`src/rtl/fst_pkg.sv`:
```
package fst_pkg;
    typedef enum logic [1:0] {
        ST_RUN    = 2'd0,
        ST_HOLD   = 2'd1,
        ST_RESYNC = 2'd2
    } fst_state_e;
endpackage

```
`src/rtl/fst_sync_in.sv`:
```
// Polarity correction and first synchronizer stage; the control FSM's
// state register acts as the second stage.
module fst_sync_in (
    input  logic clk,
    input  logic rst_n,
    input  logic pin,
    input  logic inv,
    output logic level_s1
);
    always_ff @(posedge clk or negedge rst_n) begin
        if (!rst_n) level_s1 <= 1'b1;        // inactive after reset
        else        level_s1 <= pin ^ inv;
    end
endmodule

```
`src/rtl/fst_timebase.sv`:
```
// Pixel/line counters with synchronous clear, plus a free-running phase.
module fst_timebase #(
    parameter int PIX_W  = 12,
    parameter int LINE_W = 11,
    parameter int NCLK   = 8
) (
    input  logic              clk,
    input  logic              rst_n,
    input  logic              clr,
    input  logic [PIX_W-1:0]  line_last,
    input  logic [LINE_W-1:0] frame_last,
    output logic              pix_zero,
    output logic              line_zero,
    output logic [NCLK-1:0]   phase
);
    logic [PIX_W-1:0]  pix_q;
    logic [LINE_W-1:0] line_q;

    always_ff @(posedge clk or negedge rst_n) begin
        if (!rst_n) begin
            pix_q  <= '0;
            line_q <= '0;
        end else if (clr) begin
            pix_q  <= '0;
            line_q <= '0;
        end else if (pix_q == line_last) begin
            pix_q  <= '0;
            line_q <= (line_q == frame_last) ? '0 : line_q + 1'b1;
        end else begin
            pix_q  <= pix_q + 1'b1;
        end
    end

    always_ff @(posedge clk or negedge rst_n) begin
        if (!rst_n) phase <= '0;
        else        phase <= phase + 1'b1;
    end

    assign pix_zero  = (pix_q == '0);
    assign line_zero = (line_q == '0);
endmodule

```
`src/rtl/fst_ctrl.sv`:
```
// SYNC control FSM: state register, latched episode options, field
// designator and output decode.
module fst_ctrl
    import fst_pkg::*;
#(
    parameter int NCLK  = 8,
    parameter int FLD_W = 2
) (
    input  logic             clk,
    input  logic             rst_n,
    input  logic             sync_lvl,
    input  logic             cfg_suspend,
    input  logic             cfg_mode2,
    input  logic             cfg_vd_gate,
    input  logic [NCLK-1:0]  cfg_hold_level,
    input  logic             pix_zero,
    input  logic             line_zero,
    input  logic [NCLK-1:0]  phase,
    output logic             clr,
    output fst_state_e       state,
    output logic             hd,
    output logic             vd,
    output logic [FLD_W-1:0] field,
    output logic [NCLK-1:0]  clk_out
);
    fst_state_e state_q, state_d;
    logic       susp_q, gate_q;
    logic       held;

    always_comb begin
        state_d = state_q;
        unique case (state_q)
            ST_RUN:            if (!sync_lvl) state_d = cfg_mode2 ? ST_RESYNC : ST_HOLD;
            ST_HOLD, ST_RESYNC: if (sync_lvl) state_d = ST_RUN;
            default:           state_d = ST_RUN;
        endcase
    end

    // State register (second synchronizer stage), options and field.
    always_ff @(posedge clk or negedge rst_n) begin
        if (!rst_n) begin
            state_q <= ST_RUN;
            susp_q  <= 1'b0;
            gate_q  <= 1'b0;
            field   <= '0;
        end else begin
            state_q <= state_d;
            if (state_q == ST_RUN) begin
                susp_q <= cfg_suspend;
                gate_q <= cfg_vd_gate;
            end
            if (state_q != ST_RUN && state_d == ST_RUN)
                field <= field + 1'b1;
        end
    end

    assign clr   = (state_d != state_q) || (state_d == ST_HOLD);
    assign state = state_q;

    // Output decode.
    always_comb begin
        hd      = pix_zero && (state_q != ST_HOLD);
        vd      = hd && line_zero && !(state_q == ST_RESYNC && gate_q);
        held    = (state_q == ST_HOLD && susp_q) || (state_q == ST_RESYNC);
        clk_out = held ? cfg_hold_level : phase;
    end
endmodule

```
`src/rtl/frame_sync_timer.sv`:
```
module frame_sync_timer
    import fst_pkg::*;
#(
    parameter int PIX_W  = 12,
    parameter int LINE_W = 11,
    parameter int NCLK   = 8,
    parameter int FLD_W  = 2
) (
    input  logic              clk,
    input  logic              rst_n,
    input  logic              sync_pin,
    input  logic              cfg_sync_inv,
    input  logic              cfg_suspend,
    input  logic              cfg_mode2,
    input  logic              cfg_vd_gate,
    input  logic [NCLK-1:0]   cfg_hold_level,
    input  logic [PIX_W-1:0]  cfg_line_last,
    input  logic [LINE_W-1:0] cfg_frame_last,
    output logic              hd_o,
    output logic              vd_o,
    output logic [FLD_W-1:0]  field_o,
    output logic [NCLK-1:0]   clk_o
);
    logic            sync_s1, clr, pix_zero, line_zero;
    logic [NCLK-1:0] phase;
    fst_state_e      st;

    fst_sync_in u_sync (
        .clk(clk), .rst_n(rst_n), .pin(sync_pin), .inv(cfg_sync_inv),
        .level_s1(sync_s1)
    );

    fst_timebase #(.PIX_W(PIX_W), .LINE_W(LINE_W), .NCLK(NCLK)) u_tb (
        .clk(clk), .rst_n(rst_n), .clr(clr),
        .line_last(cfg_line_last), .frame_last(cfg_frame_last),
        .pix_zero(pix_zero), .line_zero(line_zero), .phase(phase)
    );

    fst_ctrl #(.NCLK(NCLK), .FLD_W(FLD_W)) u_ctrl (
        .clk(clk), .rst_n(rst_n), .sync_lvl(sync_s1),
        .cfg_suspend(cfg_suspend), .cfg_mode2(cfg_mode2),
        .cfg_vd_gate(cfg_vd_gate), .cfg_hold_level(cfg_hold_level),
        .pix_zero(pix_zero), .line_zero(line_zero), .phase(phase),
        .clr(clr), .state(st), .hd(hd_o), .vd(vd_o),
        .field(field_o), .clk_out(clk_o)
    );
endmodule

```
`config.mk`:
```
export PLATFORM = sky130hd
export DESIGN_NAME = frame_sync_timer
export DESIGN_NICKNAME = d
export VERILOG_FILES = /design/src/rtl/fst_pkg.sv /design/src/rtl/fst_sync_in.sv /design/src/rtl/fst_timebase.sv /design/src/rtl/fst_ctrl.sv /design/src/rtl/frame_sync_timer.sv
export SDC_FILE = /design/constraint.sdc
export NUM_CORES = 1
export LEC_CHECK = 0
export BUFFER_PORTS_ARGS = -buffer_cell sky130_fd_sc_hd__buf_2
export CAP_MARGIN = 30
export CORE_MARGIN = 10
export CORE_UTILIZATION = 59
export CTS_CLUSTER_DIAMETER = 60
export CTS_CLUSTER_SIZE = 10
export DETAILED_ROUTE_END_ITERATION = 6
export PLACE_DENSITY = 0.86
export SYNTH_ARGS = -nofsm -noshare
export SYNTH_HDL_FRONTEND = slang
export SYNTH_SLANG_ARGS = --single-unit
```
`constraint.sdc`:
```
create_clock -name clk -period 5.2 [get_ports clk]
set_input_delay 1.04 -clock clk [delete_from_list [all_inputs] [get_ports clk]]
set_output_delay 1.04 -clock clk [all_outputs]
set_load 0.01 [all_outputs]
```
==> results of run 1 <==
==> cell usage after synthesis (2+ instances only) <==
master / instances / share of area
sky130_fd_sc_hd__dfrtp_1: 37 / 0.39
sky130_fd_sc_hd__nand3_1: 24 / 0.050
sky130_fd_sc_hd__inv_1: 8 / 0.012
sky130_fd_sc_hd__clkbuf_1: 3 / 0.0047
sky130_fd_sc_hd__and2_1: 2 / 0.0052
sky130_fd_sc_hd__a31oi_1: 9 / 0.023
sky130_fd_sc_hd__mux2_2: 11 / 0.052
sky130_fd_sc_hd__nand4_1: 6 / 0.016
sky130_fd_sc_hd__o21ai_1: 2 / 0.0042
sky130_fd_sc_hd__and3_1: 10 / 0.026
sky130_fd_sc_hd__nand2_1: 22 / 0.034
sky130_fd_sc_hd__nor4_2: 3 / 0.016
sky130_fd_sc_hd__and4_1: 3 / 0.011
sky130_fd_sc_hd__nor4_1: 6 / 0.016
sky130_fd_sc_hd__nor3_1: 13 / 0.027
sky130_fd_sc_hd__xor2_1: 35 / 0.13
sky130_fd_sc_hd__buf_2: 7 / 0.015
sky130_fd_sc_hd__a21oi_1: 4 / 0.0083
sky130_fd_sc_hd__xnor2_1: 7 / 0.025
sky130_fd_sc_hd__ha_1: 9 / 0.047
sky130_fd_sc_hd__nor2_1: 10 / 0.016
==> layer usage <==
metal	share of wire	up-vias	GRT usage
li1	-	971	-
met1	0.42	992	0.184
met2	0.52	63	0.273
met3	0.050	7	0.0498
met4	0.0095	0	0.0548
met5	0	-	0
==> registers in the layout, summed over array words and instances (netlist names) <==
register	cells
u_ctrl.susp_q	1
u_sync.level_s1	1
u_tb.line_q	11
u_tb.phase	8
u_tb.pix_q	12
u_ctrl.state	2
u_ctrl.gate_q	1
u_ctrl.field	2
==> final timing paths <==
kind | start | end | slack (ns) | cells past startpoint
hold reg to reg | u_ctrl.field[1] | u_ctrl.field[1] | 0.49 | 1
setup / recovery | u_ctrl.state[1] | clk_o[3] | 1.84 | 5
min in group asynchronous | rst_n | u_tb.phase[4] | 0.84 | 1
setup reg to reg | u_ctrl.state[1] | u_tb.line_q[10] | 2.75 | 7
hold / removal | u_ctrl.field[1] | u_ctrl.field[1] | 0.49 | 1
max in group asynchronous | rst_n | u_tb.line_q[10] | 3.84 | 1
==> power breakdown <==
group / internal, mW / switching [mW]
clock network: 0.156 / 0.105
registers: 0.330 / 0.0387
logic: 0.163 / 0.221
==> cell families (layout without fill, tap and decap cells) <==
| family | Yosys count | in the layout | synth area share |
|---|---|---|---|
| AND/OR/NAND/NOR | 109 | 109 | 0.253 |
| multiplexers | 11 | 11 | 0.0515 |
| buffers and inverters | 21 | 65 | 0.0442 |
| XOR/XNOR | 42 | 42 | 0.153 |
| flip-flops | 38 | 38 | 0.396 |
| adder cells (fa/ha/maj) | 9 | 9 | 0.0468 |
| AO/OA/AOI/OAI | 20 | 20 | 0.0552 |
==> layout make-up <==
| type | count | area (sq um) | share of cell area |
|---|---|---|---|
| Clock buffer | 7 | 86.3 | 0.0314 |
| Sequential cell | 38 | 952 | 0.346 |
| Timing Repair Buffer | 49 | 245 | 0.0891 |
| Clock inverter | 1 | 30.0 | 0.0109 |
| Tap cell | 50 | 62.6 | 0.0227 |
| Inverter | 8 | 30.0 | 0.0109 |
| Multi-Input combinational cell | 191 | 1350 | 0.489 |
==> cell usage in the layout (no fill, tap or decap), types with 2 or more instances in the layout <==
master,synthesis,final
sky130_fd_sc_hd__ha_1,9,9
sky130_fd_sc_hd__and2_1,2,2
sky130_fd_sc_hd__o21ai_1,2,2
sky130_fd_sc_hd__a31oi_1,9,9
sky130_fd_sc_hd__buf_2,7,49
sky130_fd_sc_hd__a21oi_1,4,4
sky130_fd_sc_hd__inv_1,8,8
sky130_fd_sc_hd__nand2_1,22,22
sky130_fd_sc_hd__and4_1,3,3
sky130_fd_sc_hd__nor3_1,13,13
sky130_fd_sc_hd__nor4_1,6,6
sky130_fd_sc_hd__nor4_2,3,3
sky130_fd_sc_hd__nor2_1,10,10
sky130_fd_sc_hd__mux2_2,11,11
sky130_fd_sc_hd__nand3_1,24,24
sky130_fd_sc_hd__dfrtp_1,37,37
sky130_fd_sc_hd__and3_1,10,10
sky130_fd_sc_hd__nand4_1,6,6
sky130_fd_sc_hd__clkbuf_8,0,6
sky130_fd_sc_hd__xnor2_1,7,7
sky130_fd_sc_hd__xor2_1,35,35
==> results.toml, run 1 <==
[run_status]
outcome = "finished clean"

[placement]
place.detailed.hpwl_mm = 4.09
place_area_sq_mm = 0.00264
port-buffer-count = 49
numPlacedInstances = 336
place_worst_setup_slack_ns = 2.13
gp_routability_congestion = 0.818

[detailed_routing]
ant_nets = 0
drt_drc_violations_left = 0
drt_first_pass_iters = 4
detailedRoute.firstIterationViolations = 167
detailroute.via_count = 2033
drt-wirelength-per-cell_um = 16.2
drt-vias-per-instance = 5.91
final_wirelength_mm = 5.58

[hold_path]
hold_path_class = "reg2reg"

[grt]
grt_util_all_layers = 0.160
grt_remaining_overflow = 0
number_of_global_route_vias_before_repair = 2010
maximum_number_of_pins_on_one_net_before_global_route_repair = 39
grt_antenna_before_repair = 0
grt_pass1_wl_mm = 9.45

[clock_tree]
clockRootBuffer = "sky130_fd_sc_hd__clkbuf_8"
clock_insertion_delay_worst_skew_ns = 0.30
clkSlewWorstSetupHoldPaths_ns = 0.07
clk_path_buf_depth = 2
cts-buffers-inserted = 5
post_cts.repair.setup_buffers = 0
post_cts_resize_count = 0
cts_sinks = 38
clock_tree.htree_level_count = 2
cts.hold.buffers_added = 0
cts_tree = "yes"

[yosys]
synth_cell_type_count = 40
number_of_enable_flip_flop_cells_after_synthesis = 0
synthesis.instances = 250
syn_area_per_cell_sq_um = 9.62
synthesis.area_sq_mm = 0.00240
mappedNetlistNets = 297
ys.flop_type = "sky130_fd_sc_hd__dfrtp_1"
synthArstFlopShare = 1.00
ys_seq_area_frac = 0.396
synth_warnings = 0
synth.ff_latch_count = 38

[floorplanning]
pin_count = 50
initial_utilization = 0.606
design.core.area_sq_mm = 0.00397
die_ar_sq_mm = 0.00703
num_rows = 23
chipWidth_um = 83.8
dieHeight_um = 83.8

[sta]
period_share = 0.646
fin_hold_ws_ns = 0.487
timing.slew.headroom = 0.314
grt_setup_unrepaired = "no"
setup_slack_ns = 1.84
setup_total_negative_slack_ns = 0
final-setup-viol-count = 0
period_needed_ns = 3.36
max_freq_ghz = 0.298
clock_skew_ns = 0.00811
tightestPinTransition_ns = 1.03
report.final.hold_viol_count = 0
finalMaxSlewViolations = 0

[flow_run]
maxCapViolations = 0

[finish]
areaGrowthSynthToFinish_pct = 14.5
filler_cells_inserted = 316
final-instance-count-excl-fill = 344
layout.core_utilization = 0.693
final_std_cell_area_no_fill_sq_mm = 0.00275
fin_nets = 340
drive_above_1_share = 0.255
n_antenna_cell = 0

[pwr]
total_power_mw = 1.01
vdd.ir_drop.worst_mv = 0.310
power.static_leakage_nw = 1.29
power_density_mw_per_mm2 = 368

[worst_setup_path]
critical_path_class = "reg2out"
max_stage_delay_ns = 0.68
critical_path.cell_chain = "inv_1, ha_1, a21oi_1, mux2_2, buf_2"
critical_path_peak_fanout = 8
worst-endpoint-required_ns = 4.16
crit_path_end_kind = "primary output"
critPathTopFamily = "compound AO/OA/AOI/OAI gates"
worst-endpoint-arrival_ns = 2.32
cp.buffers_inverters = 2
cpMaxStageDelayCell = "sky130_fd_sc_hd__a21oi_1"
crit_path_start_kind = "flop"
No activity file was read; power rests on OpenSTA's default activity.
==> inputs of run 2 (changes only) <==
--- a/config.mk
+++ b/config.mk
@@ -8,11 +8,11 @@
 export BUFFER_PORTS_ARGS = -buffer_cell sky130_fd_sc_hd__buf_2
 export CAP_MARGIN = 30
 export CORE_MARGIN = 10
-export CORE_UTILIZATION = 59
+export CORE_UTILIZATION = 49
 export CTS_CLUSTER_DIAMETER = 60
 export CTS_CLUSTER_SIZE = 10
 export DETAILED_ROUTE_END_ITERATION = 6
-export PLACE_DENSITY = 0.86
+export PLACE_DENSITY = 0.77
 export SYNTH_ARGS = -nofsm -noshare
 export SYNTH_HDL_FRONTEND = slang
 export SYNTH_SLANG_ARGS = --single-unit
==> constraint.sdc (replaced) <==
create_clock -name clk -period 2.75 [get_ports clk]
set_input_delay 0.55 -clock clk [delete_from_list [all_inputs] [get_ports clk]]
set_output_delay 0.55 -clock clk [all_outputs]
set_load 0.01 [all_outputs]
==> run 2 against run 1 <==
Compared with the run above: sequential cell count unchanged; non-clock buffer count grew 4; combinational power grew 98%; die area increased by 15%; critical path depth up 1; clock power is 46% higher; count of clock-buffer cells in the layout decreased by 1; core utilization shrank 11 points; global-route usage shrank 3.2 points; sequential share of layout area down 0.27 points.
==> results.toml, run 2 (synthesized netlist as in run 1, its figures left out) <==
[grt]
grt_util_all_layers = 0.128
maximum_number_of_pins_on_one_net_before_global_route_repair = 39
grt_remaining_overflow = 0
number_of_global_route_vias_before_repair = 1937
grt_antenna_before_repair = 0
grt_pass1_wl_mm = 8.87

[detailed_routing]
drt-vias-per-instance = 5.38
drt-wirelength-per-cell_um = 14.2
drt_drc_violations_left = 0
ant_nets = 0
final_wirelength_mm = 5.17
drt_first_pass_iters = 5
detailroute.via_count = 1965
detailedRoute.firstIterationViolations = 117

[clock_tree]
cts_sinks = 38
post_cts_resize_count = 0
clk_path_buf_depth = 2
clkSlewWorstSetupHoldPaths_ns = 0.08
clockRootBuffer = "sky130_fd_sc_hd__clkbuf_8"
cts_tree = "yes"
cts.hold.buffers_added = 0
clock_insertion_delay_worst_skew_ns = 0.30
cts-buffers-inserted = 5
post_cts.repair.setup_buffers = 0
clock_tree.htree_level_count = 2

[sta]
final-setup-viol-count = 0
period_needed_ns = 2.47
fin_hold_ws_ns = 0.338
clock_skew_ns = 0.00644
max_freq_ghz = 0.405
timing.slew.headroom = 0.449
grt_setup_unrepaired = "no"
setup_total_negative_slack_ns = 0
tightestPinTransition_ns = 0.826
report.final.hold_viol_count = 0
period_share = 0.899
finalMaxSlewViolations = 0

[placement]
port-buffer-count = 49
place_area_sq_mm = 0.00269
gp_routability_congestion = 0.822
place.detailed.hpwl_mm = 3.89

[worst_setup_path]
critical_path_peak_fanout = 8
rr_startpoint = "u_ctrl.state[1]"
timing.reg2reg.worst_path_depth = 8
cpMaxStageDelayCell = "sky130_fd_sc_hd__dfrtp_1"
crit_path_start_kind = "flop"
cp.buffers_inverters = 3
critical_path_class = "reg2out"
worst-endpoint-arrival_ns = 1.92
crit_path_start = "u_ctrl.state[1]"
critical_path.cell_chain = "inv_1, ha_1, a21oi_1, buf_4, mux2_2, buf_2"
max_stage_delay_ns = 0.46
regToRegEndpoint = "u_tb.pix_q[4]"
crit_path_end_kind = "primary output"
worst-endpoint-required_ns = 2.20
critPathTopFamily = "flip-flops"
timing.reg2reg.setup_slack_ns = 0.70

[pwr]
power.static_leakage_nw = 1.30
sw_frac_of_total = 0.378
total_power_mw = 1.84
clock_power_share = 0.207
internal_dissipation_mw = 1.14
p_seq_frac = 0.379
p_comb_frac = 0.413
power_density_mw_per_mm2 = 662
vdd.ir_drop.worst_mv = 0.592
psw_mw = 0.694

[finish]
fin_nets = 344
drive_above_1_share = 0.265
final_common_cell = "sky130_fd_sc_hd__buf_2"
layout_common_cells = "sky130_fd_sc_hd__buf_2 (49), sky130_fd_sc_hd__dfrtp_1 (37), sky130_fd_sc_hd__xor2_1 (35)"
n_antenna_cell = 0
biggestRegsByFlops = "u_tb.pix_q x12, u_tb.line_q x11, u_tb.phase x8"
largest_register_ff_count = 12
registers.top_by_ff_count = "u_tb.pix_q"
final_std_cell_area_no_fill_sq_mm = 0.00277
areaGrowthSynthToFinish_pct = 15.3

[hold_path]
hold_path_class = "in2async"

[floorplanning]
design.core.area_sq_mm = 0.00475
die_ar_sq_mm = 0.00811
initial_utilization = 0.506
chipWidth_um = 90.1
num_rows = 25
pin_count = 50
dieHeight_um = 90.1

[run_status]
outcome = "finished clean"

[flow_run]
maxCapViolations = 0
-- run 2: cell count changes in the layout (fill, tap and decap cells not counted), sizes merged --
cell    delta
buf        +4
bufinv     -1
clkbuf     -1
clkinv     +2
-- run 2: power groups by stage --
stage / sequential, mW / clock [mW] / combinational [mW]
2_1_floorplan: 0.694 / 0 / 0.522
3_3_place_gp: 0.703 / 0 / 0.752
3_5_place_dp: 0.704 / 0 / 0.769
4_1_cts: 0.695 / 0.394 / 0.771
5_1_grt: 0.706 / 0.419 / 0.840
6_report: 0.696 / 0.381 / 0.758
-- run 2: how the worst max path moves through the flow --
stage                           endpoint  slack, ns  cells after the start
after global routing            clk_o[6]       0.13                      6
final                           clk_o[5]       0.28                      6
after detailed placement   u_tb.pix_q[4]       0.54                      6
after floorplan                 clk_o[0]       0.61                      4
after CTS                       clk_o[7]       0.26                      6
after global placement    u_tb.pix_q[10]       0.60                      6
-- run 2: stage by stage --
stage               instances  utilization  setup slack (ns)
global placement          357        0.565             0.605
detailed placement        357        0.565             0.540
CTS                       365        0.583             0.261
floorplan                 250            -             0.611
finish                    365        0.583             0.278
global route              365        0.583             0.128
-- run 2: routing by layer --
metal	wire, um	part of all wire	global-route usage
met2	2410	0.47	0.200
met5	0	0	0
met1	2400	0.46	0.161
met3	258	0.050	0.0366
met4	103	0.020	0.0570
-- run 2: worst reg2reg max path: stages, from the launching register on --
cell and delay, ns:
sky130_fd_sc_hd__dfrtp_1 0.46, sky130_fd_sc_hd__inv_1 0.11, sky130_fd_sc_hd__ha_1 0.28, sky130_fd_sc_hd__nor2b_1 0.22, sky130_fd_sc_hd__a22oi_1 0.14, sky130_fd_sc_hd__o21ai_1 0.18, sky130_fd_sc_hd__o2111ai_2 0.13, sky130_fd_sc_hd__buf_4 0.23
sky130_fd_sc_hd__nor3_1 0.21
-- run 2: cell type report --
class | instances | area, sq um
well taps | 67 | 83.8
fillers | 414 | 1980
inverters | 8 | 30.0
repair buffers | 53 | 275
clock buffers | 6 | 72.6
multi-input cells | 191 | 1350
clock inverters | 2 | 13.8
flip-flops and latches | 38 | 952
==> inputs of run 3 (changes only) <==
--- a/config.mk
+++ b/config.mk
@@ -8,11 +8,11 @@
 export BUFFER_PORTS_ARGS = -buffer_cell sky130_fd_sc_hd__buf_2
 export CAP_MARGIN = 30
 export CORE_MARGIN = 10
-export CORE_UTILIZATION = 49
+export CORE_UTILIZATION = 39
 export CTS_CLUSTER_DIAMETER = 60
 export CTS_CLUSTER_SIZE = 10
 export DETAILED_ROUTE_END_ITERATION = 6
-export PLACE_DENSITY = 0.77
+export PLACE_DENSITY = 0.63
 export SYNTH_ARGS = -nofsm -noshare
 export SYNTH_HDL_FRONTEND = slang
 export SYNTH_SLANG_ARGS = --single-unit
==> run 3 against run 2 <==
Compared with the run above: cell count up 2.5%; global-route usage is 1.3 points lower; highest routed layer unchanged; clock power is 6.3% higher; critical path depth stayed put; sequential cell count unchanged; core utilization decreased by 11 points; count of clock-buffer cells in the layout stayed put; via count decreased by 0.87%; maximum frequency rose by 1.8%; cell area is 0.95% higher; largest power group unchanged.
==> results.toml, run 3 (synthesized netlist as in run 1, its figures left out) <==
[sta]
period_needed_ns = 2.43
max_freq_ghz = 0.412
period_share = 0.883
final-setup-viol-count = 0
tightestPinTransition_ns = 0.866
timing.slew.headroom = 0.423
clock_skew_ns = 0.00699
grt_setup_unrepaired = "no"
report.final.hold_viol_count = 0
setup_total_negative_slack_ns = 0
finalMaxSlewViolations = 0

[clock_tree]
clock_insertion_delay_worst_skew_ns = 0.29
post_cts_resize_count = 0
post_cts.repair.setup_buffers = 0
cts_sinks = 38
clock_tree.htree_level_count = 2
clkSlewWorstSetupHoldPaths_ns = 0.08
cts.hold.buffers_added = 0
clk_path_buf_depth = 2
clockRootBuffer = "sky130_fd_sc_hd__clkbuf_8"
cts_tree = "yes"
cts-buffers-inserted = 5

[hold_path]
hold_path_class = "in2async"

[grt]
met3_resource_use_gr = 0.0321
grt_antenna_before_repair = 0
number_of_global_route_vias_before_repair = 2050
maximum_number_of_pins_on_one_net_before_global_route_repair = 39
grt_util_all_layers = 0.116
grt_pass1_wl_mm = 9.53
grt_remaining_overflow = 0
grt_use_met2 = 0.182
top_usage_layer = "met2"
groute.layer.met1.usage = 0.150

[finish]
area_of_the_multi_input_gates_sq_mm = 0.00135
areaGrowthSynthToFinish_pct = 16.4
largest_register_ff_count = 12
fin_nets = 345
registers.top_by_ff_count = "u_tb.pix_q"
final_common_cell = "sky130_fd_sc_hd__buf_2"
drive_above_1_share = 0.271
layout.core_utilization = 0.470
layout.area.seq_sq_um = 952
layout_common_cells = "sky130_fd_sc_hd__buf_2 (49), sky130_fd_sc_hd__dfrtp_1 (37), sky130_fd_sc_hd__xor2_1 (35)"
biggestRegsByFlops = "u_tb.pix_q x12, u_tb.line_q x11, u_tb.phase x8"
n_antenna_cell = 0
filler_cells_inserted = 595
final-instance-count-excl-fill = 374
final_std_cell_area_no_fill_sq_mm = 0.00280

[worst_setup_path]
critical_path_peak_fanout = 8
crit_path_start_kind = "flop"
worst-endpoint-arrival_ns = 1.88
crit_path_end_kind = "primary output"
critical_path_class = "reg2out"
worst-endpoint-required_ns = 2.20

[pwr]
p_comb_frac = 0.407
clock_power_share = 0.219
psw_mw = 0.691
total_power_mw = 1.85
vdd.ir_drop.worst_mv = 0.600
power.static_leakage_nw = 1.31
internal_dissipation_mw = 1.16
power_density_mw_per_mm2 = 661
p_seq_frac = 0.374
sw_frac_of_total = 0.373

[floorplanning]
pin_count = 50
die_ar_sq_mm = 0.00971
design.core.area_sq_mm = 0.00596
num_rows = 28
dieHeight_um = 98.5
chipWidth_um = 98.5
initial_utilization = 0.404

[detailed_routing]
drt-vias-per-instance = 5.21
detailedRoute.firstIterationViolations = 109
drt_drc_violations_left = 0
ant_nets = 0
final_wirelength_mm = 5.46
drt-wirelength-per-cell_um = 14.6
detailroute.via_count = 1948
drt_first_pass_iters = 4

[run_status]
outcome = "finished clean"

[placement]
gp_routability_congestion = 0.803
place_area_sq_mm = 0.00271
port-buffer-count = 49
numPlacedInstances = 366
place.detailed.hpwl_mm = 3.97

[flow_run]
maxCapViolations = 0
-- run 3: cell types whose count changed in the layout (fill, tap and decap cells not counted), sizes merged --
cell,before,now
clkinvlp,0,1
buf,53,54
clkinv,2,1
-- run 3: final timing paths --
path	startpoint	cells after the start	slack, ns	endpoint
min in group clk	sync_pin	2	0.40	u_sync.level_s1
setup reg to reg	u_ctrl.state[1]	8	0.69	u_tb.pix_q[2]
hold reg to reg	u_ctrl.field[1]	1	0.47	u_ctrl.field[1]
setup / recovery	u_ctrl.state[1]	6	0.32	clk_o[5]
hold / removal	rst_n	1	0.37	u_tb.pix_q[7]
max in group asynchronous	rst_n	1	1.84	u_tb.pix_q[2]
-- run 3: layout make-up --
class	instances	share of cell area
clock buffers	6	0.0295
clock inverters	2	0.00447
inverters	8	0.0107
multi-input cells	191	0.481
flip-flops and latches	38	0.340
well taps	75	0.0335
repair buffers	54	0.101
-- run 3: power groups by stage --
stage / Clock, mW / Sequential, mW / Combinational (mW)
after CTS: 0.418 / 0.692 / 0.775
after floorplan: 0 / 0.694 / 0.522
after global routing: 0.446 / 0.706 / 0.845
after global placement: 0 / 0.701 / 0.766
final: 0.405 / 0.692 / 0.754
after detailed placement: 0 / 0.702 / 0.775
-- run 3: critical path: stages (launching register included) --
cell and delay [ns]:
sky130_fd_sc_hd__dfrtp_1 0.46, sky130_fd_sc_hd__inv_1 0.12, sky130_fd_sc_hd__ha_1 0.21, sky130_fd_sc_hd__a21oi_1 0.14, sky130_fd_sc_hd__buf_4 0.18, sky130_fd_sc_hd__mux2_2 0.34, sky130_fd_sc_hd__buf_2 0.14
-- run 3: metrics by stage --
step           worst slack, ns  hold WS (ns)
2_1_floorplan            0.611         0.254
3_3_place_gp             0.667         0.455
3_5_place_dp             0.620         0.456
4_1_cts                  0.296         0.387
5_1_grt                  0.146         0.392
6_report                 0.321         0.371
-- run 3: routing by layer --
layer / share of wire / wire (um)
met1: 0.47 / 2570
met2: 0.45 / 2470
met3: 0.068 / 369
met4: 0.010 / 55
met5: 0 / 0
